## src/rtl/npc_pkg.sv

```systemverilog
package npc_pkg;

    localparam logic [3:0] OP_BR   = 4'b0000;
    localparam logic [3:0] OP_CALL = 4'b0100;
    localparam logic [3:0] OP_JMP  = 4'b1100;
    localparam logic [3:0] OP_TRAP = 4'b1111;

    typedef enum logic {
        ST_IDLE,
        ST_VEC_WAIT
    } npc_state_e;

    typedef enum logic [2:0] {
        K_BR,
        K_JMP,
        K_CALL_REL,
        K_CALL_REG,
        K_TRAP,
        K_OTHER
    } npc_kind_e;

endpackage

```

## src/rtl/npc_decode.sv

```systemverilog
module npc_decode
    import npc_pkg::*;
#(
    parameter int W = 16
) (
    input  logic [W-1:0] instr,
    output npc_kind_e    kind,
    output logic [2:0]   cond_mask,
    output logic [2:0]   base_idx,
    output logic [W-1:0] off_short,
    output logic [W-1:0] off_long,
    output logic [7:0]   vec
);
    localparam int SHORT_BITS = 9;
    localparam int LONG_BITS  = 11;
    localparam int VEC_BITS   = 8;

    logic [3:0] opcode;

    assign opcode    = instr[15:12];
    assign cond_mask = instr[11:9];
    assign base_idx  = instr[8:6];
    assign vec       = instr[VEC_BITS-1:0];
    assign off_short = {{(W-SHORT_BITS){instr[SHORT_BITS-1]}}, instr[SHORT_BITS-1:0]};
    assign off_long  = {{(W-LONG_BITS){instr[LONG_BITS-1]}}, instr[LONG_BITS-1:0]};

    always_comb begin
        unique case (opcode)
            OP_BR:   kind = K_BR;
            OP_JMP:  kind = K_JMP;
            OP_CALL: kind = instr[11] ? K_CALL_REL : K_CALL_REG;
            OP_TRAP: kind = K_TRAP;
            default: kind = K_OTHER;
        endcase
    end
endmodule

```

## src/rtl/npc_target.sv

```systemverilog
module npc_target
    import npc_pkg::*;
#(
    parameter int W = 16
) (
    input  npc_kind_e    kind,
    input  logic [2:0]   cond_mask,
    input  logic [2:0]   flags_nzp,
    input  logic [W-1:0] pc_inc,
    input  logic [W-1:0] base_data,
    input  logic [W-1:0] off_short,
    input  logic [W-1:0] off_long,
    output logic [W-1:0] tgt_pc,
    output logic         want_link,
    output logic         is_trap
);
    logic         taken;
    logic [W-1:0] rel_short;
    logic [W-1:0] rel_long;

    assign taken     = |(cond_mask & flags_nzp);
    assign rel_short = pc_inc + off_short;
    assign rel_long  = pc_inc + off_long;

    always_comb begin
        tgt_pc    = pc_inc;
        want_link = 1'b0;
        is_trap   = 1'b0;
        unique case (kind)
            K_BR:       tgt_pc = taken ? rel_short : pc_inc;
            K_JMP:      tgt_pc = base_data;
            K_CALL_REL: begin
                tgt_pc    = rel_long;
                want_link = 1'b1;
            end
            K_CALL_REG: begin
                tgt_pc    = base_data;
                want_link = 1'b1;
            end
            K_TRAP: begin
                want_link = 1'b1;
                is_trap   = 1'b1;
            end
            default:    tgt_pc = pc_inc;
        endcase
    end
endmodule

```

## src/rtl/npc_fsm.sv

```systemverilog
module npc_fsm
    import npc_pkg::*;
#(
    parameter int W = 16
) (
    input  logic         clk,
    input  logic         rst_n,
    input  logic         start,
    input  logic         is_trap,
    input  logic         want_link,
    input  logic [W-1:0] tgt_pc,
    input  logic [W-1:0] pc_inc,
    input  logic [W-1:0] mem_rdata,
    output logic         busy,
    output logic         mem_req,
    output logic [W-1:0] next_pc,
    output logic         done,
    output logic         link_we,
    output logic [W-1:0] link_data
);
    npc_state_e   state, state_nx;
    logic [W-1:0] ret_q;

    assign busy    = (state == ST_VEC_WAIT);
    assign mem_req = (state == ST_IDLE) && start && is_trap;

    always_comb begin
        state_nx = state;
        unique case (state)
            ST_IDLE:     if (start && is_trap) state_nx = ST_VEC_WAIT;
            ST_VEC_WAIT: state_nx = ST_IDLE;
        endcase
    end

    always_ff @(posedge clk) begin
        if (!rst_n) state <= ST_IDLE;
        else        state <= state_nx;
    end

    always_ff @(posedge clk) begin
        if (!rst_n) begin
            next_pc   <= '0;
            done      <= 1'b0;
            link_we   <= 1'b0;
            link_data <= '0;
            ret_q     <= '0;
        end else begin
            done    <= 1'b0;
            link_we <= 1'b0;
            unique case (state)
                ST_IDLE: begin
                    if (start && is_trap) begin
                        ret_q <= pc_inc;
                    end else if (start) begin
                        done      <= 1'b1;
                        next_pc   <= tgt_pc;
                        link_we   <= want_link;
                        link_data <= pc_inc;
                    end
                end
                ST_VEC_WAIT: begin
                    done      <= 1'b1;
                    next_pc   <= mem_rdata;
                    link_we   <= 1'b1;
                    link_data <= ret_q;
                end
            endcase
        end
    end
endmodule

```

## src/rtl/npc_unit.sv

```systemverilog
module npc_unit
    import npc_pkg::*;
#(
    parameter int W = 16
) (
    input  logic         clk,
    input  logic         rst_n,
    input  logic         start,
    input  logic [W-1:0] instr,
    input  logic [W-1:0] pc_inc,
    input  logic [2:0]   flags_nzp,
    output logic [2:0]   base_idx,
    input  logic [W-1:0] base_data,
    output logic         mem_req,
    output logic [W-1:0] mem_addr,
    input  logic [W-1:0] mem_rdata,
    output logic [W-1:0] next_pc,
    output logic         done,
    output logic         link_we,
    output logic [W-1:0] link_data
);
    npc_kind_e    kind;
    logic [2:0]   cond_mask;
    logic [W-1:0] off_short;
    logic [W-1:0] off_long;
    logic [7:0]   vec;
    logic [W-1:0] tgt_pc;
    logic         want_link;
    logic         is_trap;
    logic         fsm_busy;

    assign mem_addr = {{(W-8){1'b0}}, vec};

    npc_decode #(.W(W)) decode_i (
        .instr     (instr),
        .kind      (kind),
        .cond_mask (cond_mask),
        .base_idx  (base_idx),
        .off_short (off_short),
        .off_long  (off_long),
        .vec       (vec)
    );

    npc_target #(.W(W)) target_i (
        .kind      (kind),
        .cond_mask (cond_mask),
        .flags_nzp (flags_nzp),
        .pc_inc    (pc_inc),
        .base_data (base_data),
        .off_short (off_short),
        .off_long  (off_long),
        .tgt_pc    (tgt_pc),
        .want_link (want_link),
        .is_trap   (is_trap)
    );

    npc_fsm #(.W(W)) fsm_i (
        .clk       (clk),
        .rst_n     (rst_n),
        .start     (start),
        .is_trap   (is_trap),
        .want_link (want_link),
        .tgt_pc    (tgt_pc),
        .pc_inc    (pc_inc),
        .mem_rdata (mem_rdata),
        .busy      (fsm_busy),
        .mem_req   (mem_req),
        .next_pc   (next_pc),
        .done      (done),
        .link_we   (link_we),
        .link_data (link_data)
    );
endmodule

```

## config.mk

```make
export PLATFORM = sky130hd
export DESIGN_NAME = npc_unit
export DESIGN_NICKNAME = d
export VERILOG_FILES = /design/src/rtl/npc_pkg.sv /design/src/rtl/npc_decode.sv /design/src/rtl/npc_target.sv /design/src/rtl/npc_fsm.sv /design/src/rtl/npc_unit.sv
export SDC_FILE = /design/constraint.sdc
export NUM_CORES = 1
export LEC_CHECK = 0
export BUFFER_PORTS_ARGS = -buffer_cell sky130_fd_sc_hd__buf_2
export CAP_MARGIN = 20
export CORE_ASPECT_RATIO = 1.2
export CORE_MARGIN = 2
export CORE_UTILIZATION = 40
export CTS_BUF_LIST = sky130_fd_sc_hd__clkbuf_4
export CTS_CLUSTER_SIZE = 8
export DETAILED_ROUTE_END_ITERATION = 10
export GPL_ROUTABILITY_DRIVEN = 0
export HOLD_SLACK_MARGIN = 0.15
export SLEW_MARGIN = 20
export SYNTH_ARGS = -nofsm -noshare
export SYNTH_HDL_FRONTEND = slang
export SYNTH_SLANG_ARGS = --single-unit
```

## constraint.sdc

```tcl
create_clock -name clk -period 3.5 [get_ports clk]
set_clock_uncertainty 0.1 [all_clocks]
set_input_delay 0.875 -clock clk [delete_from_list [all_inputs] [get_ports clk]]
set_output_delay 0.875 -clock clk [all_outputs]
set_load 0.02 [all_outputs]
```

==> results.sh <==
export IMPL_period_needed_ns=2.93
export IMPL_synth_cell_types=72
export IMPL_fin_tns_setup_ns=0
export IMPL_root_buffer="clkbuf_4"
export IMPL_cp_num_cells=11
export IMPL_powerDensity_mw_per_mm2=311
export IMPL_grt_max_degree=49
export IMPL_hold_violations=0
export IMPL_clk_latency_ns=0.39
export IMPL_yosysWarnings=0
export IMPL_drt_iter0_markers=255
export IMPL_port_buffers=115
export IMPL_dp_hpwl_um=9460
export IMPL_drv_slew=0
export IMPL_vias_per_cell=5.59
export IMPL_ir_drop_mv=0.137
export IMPL_grt_pass1_vias=3910
export IMPL_num_io_pins=124
export IMPL_drt_wl_total_um=12500
export IMPL_grt_usage_pct=23.7
export IMPL_cp_max_fo=4
export IMPL_critPathBufInv=2
export IMPL_setup_slack_ns=0.569
export IMPL_setup_worst_path_start="pc_inc[0]"
export IMPL_critPathLaunchType="primary input"
export IMPL_switching_share_pct=37.7
export IMPL_slew_headroom_pct=65.9
export IMPL_ff2ff_path_depth=5
export IMPL_finalSetupViolCount=0
export IMPL_cpPeakStageDelay_ns=0.44
export IMPL_min_path_type="reg2reg"
export IMPL_cp_top_family="compound AO/OA/AOI/OAI gates"
export IMPL_start_util_pct=41.3
export IMPL_pwr_share_comb_pct=35.6
export IMPL_drive_above_1_share_pct=24.9
export IMPL_core_area_sq_mm=0.00961
export IMPL_clock_sinks=51
export IMPL_switchingPower_mw=0.536
export IMPL_status="finished, final reports clean"
export IMPL_yosysSeqAreaShare_pct=25.7
export IMPL_seqPwrFrac_pct=44.1
export IMPL_cts_clk_slew_worst_paths_ns=0.17
export IMPL_p_clk_share_pct=20.4
export IMPL_vias=4124
export IMPL_grt_pass1_wl_um=20100
export IMPL_rsz0062_at_grt="false"
export IMPL_die_area_sq_mm=0.0107
export IMPL_crit_end="fsm_i.next_pc[14]"
export IMPL_crit_slowest_cell="a2111oi_2"
export IMPL_internal_power_mw=0.884
export IMPL_r2r_slack_ns=1.41
export IMPL_antenna_found_initial=1
export IMPL_cts_max_level=2
export IMPL_min_period_over_period_pct=83.7
export IMPL_clockBufferDepth=2
export IMPL_grt_overflow_total=0
export IMPL_cts_setup_buffers=0
export IMPL_cp_end_kind="register"
export IMPL_drc=0
export IMPL_syn_area_per_cell_sq_um=7.56
export IMPL_fin_nets=705
export IMPL_synth_ff_type="dfxtp_1"
export IMPL_syn_inst=525
export IMPL_fmax_mhz=341
export IMPL_wire_per_inst_um=17.0
export IMPL_worstReg2RegEnd="fsm_i.next_pc[11]"
export IMPL_worstPathRequired_ns=3.76
export IMPL_cts_resized=0
export IMPL_crit_type="in2reg"
export IMPL_syn_area_sq_mm=0.00397
export IMPL_drtAntennaViolNets=0
export IMPL_crit_chain="buf_2, ha_1, inv_1, fa_1, and2b_1, o2111ai_2, a2111oi_2, nor4_1, xor2_1, o41ai_1, o21a_1"
export IMPL_synth_edff_count=0
export IMPL_hold_slack_ns=0.366
export IMPL_rows=39
export IMPL_cts_tree="done"
export IMPL_timing_rr_start="fsm_i.busy"
export IMPL_drtPass1Iterations=4
export IMPL_max_cap_violations=0
export IMPL_worst_pin_slew_ns=0.511
export IMPL_async_flop_share_pct=0
export IMPL_numCtsBuffers=5
export IMPL_die_h_um=113
export IMPL_area_growth_pct=15.0
export IMPL_power_leakage_nw=1.97
export IMPL_arrival_ns=3.19
export IMPL_place_ws_ns=0.171
export IMPL_cts_hold_buf=0
export IMPL_die_w_um=94.9
export IMPL_yosys_register_bits=51
## worst min-delay path, delay by kind of cell, from the launching register on
family	cells	cell delay [ns]
simple gates	1	0.05
compound gates	1	0.05
flops	1	0.34
## registers in the layout (all words and copies together) (netlist names)
register and cells:
fsm_i.link_data 16, fsm_i.next_pc 16, fsm_i.busy 1, fsm_i.done 1
fsm_i.link_we 1, fsm_i.ret_q 16
## cells in the mapped netlist (all sizes together) (2+ instances only)
cell,n,share of area [%]
o311ai,2,0.44
dfxtp,51,26
inv,7,0.66
nor2b,23,3.6
and2b,2,0.44
nor4,2,0.69
a21boi,18,3.6
a221oi,14,3.6
o211a,2,0.50
xor2,10,2.2
a21oi,62,8.0
o221ai,2,0.44
o31ai,4,0.76
a211oi,4,0.76
nand2,103,9.8
o211ai,2,0.38
o21ai,30,3.9
and2,11,1.7
nor2,24,2.5
ha,21,6.6
o22ai,3,0.47
o21a,4,0.76
a21o,7,1.3
a221o,3,0.76
xnor2,7,1.5
or4,2,0.38
and3,6,0.95
nand3,10,1.3
clkbuf,19,1.8
nand4,4,0.63
a31oi,4,0.63
buf,30,5.3
a2111oi,2,1.1
mux2i,3,0.76
o2111ai,2,0.60
nand2b,7,1.2
## power by group through the flow
stage / Clock (mW) / Combinational, mW / Sequential (mW)
after floorplan: 0 / 0.319 / 0.667
after global placement: 0 / 0.495 / 0.637
after detailed placement: 0 / 0.501 / 0.639
after CTS: 0.304 / 0.503 / 0.626
after global routing: 0.326 / 0.556 / 0.629
final: 0.289 / 0.505 / 0.626
## area by class of cell
class	count	area (sq um)
flip-flops and latches	51	1020
repair buffers	123	636
multi-input cells	424	2660
inverters	8	31.3
fillers	985	5050
clock inverters	3	20.0
well taps	123	154
clock buffers	5	37.5
diodes	1	2.50
## routing by layer
| metal | wire, um | global-route usage, % |
|---|---|---|
| met4 | 266 | 7.73 |
| met1 | 5460 | 32.8 |
| met3 | 729 | 2.66 |
| met2 | 6060 | 38.5 |
| met5 | 0 | 0 |
## cell usage in the layout (no fill, tap or decap), types with 3 or more instances in the layout
| master | synthesis | layout |
|---|---|---|
| o21ai_0 | 23 | 23 |
| a21boi_0 | 8 | 8 |
| a221oi_2 | 3 | 3 |
| conb_1 | 1 | 8 |
| a21boi_1 | 8 | 8 |
| clkbuf_4 | 0 | 5 |
| xor2_1 | 10 | 10 |
| nor2b_1 | 23 | 23 |
| a221oi_1 | 11 | 11 |
| nand2b_1 | 6 | 6 |
| o21a_1 | 4 | 4 |
| a31oi_1 | 4 | 4 |
| nand4_1 | 4 | 4 |
| nor2_1 | 22 | 22 |
| a221o_1 | 3 | 3 |
| o31ai_1 | 4 | 4 |
| and3_1 | 6 | 6 |
| buf_2 | 4 | 115 |
| buf_4 | 21 | 8 |
| nand2_1 | 102 | 102 |
| o21ai_1 | 6 | 6 |
| o22ai_1 | 3 | 3 |
| a21oi_1 | 60 | 60 |
| mux2i_1 | 3 | 3 |
| inv_1 | 5 | 5 |
| ha_1 | 21 | 21 |
| and2_1 | 11 | 11 |
| a211oi_1 | 4 | 4 |
| dfxtp_1 | 51 | 50 |
| xnor2_1 | 7 | 7 |
| a21o_1 | 7 | 7 |
| nand3_1 | 10 | 10 |
## through the flow
step	instances	total power [mW]	cell area [sq um]	util, %
floorplan	532	0.985	4000	-
global placement	729	1.13	4500	46.8
detailed placement	729	1.14	4500	46.8
CTS	737	1.43	4560	47.4
global route	738	1.51	4560	47.5
finish	738	1.42	4560	47.5
## cells by family after synthesis
family / count (synthesis) / share of synthesized area [%]
simple gates: 200 / 24.3
compound gates: 174 / 30.3
buf+inv: 57 / 7.91
flops: 51 / 25.7
fa+ha+maj: 22 / 7.12
xor+xnor: 17 / 3.75
mux: 3 / 0.757
other cells: 1 / 0.0945
## how the worst min path moves through the flow
| stage | end | startpoint | depth (start not counted) |
|---|---|---|---|
| 2_1_floorplan | fsm_i.ret_q[10] | fsm_i.ret_q[10] | 2 |
| 3_3_place_gp | fsm_i.ret_q[9] | fsm_i.ret_q[9] | 2 |
| 3_5_place_dp | fsm_i.ret_q[8] | fsm_i.ret_q[8] | 2 |
| 4_1_cts | fsm_i.ret_q[8] | fsm_i.ret_q[8] | 2 |
| 5_1_grt | fsm_i.ret_q[8] | fsm_i.ret_q[8] | 2 |
| 6_report | fsm_i.ret_q[8] | fsm_i.ret_q[8] | 2 |
No activity file was read; power rests on OpenSTA's default activity.
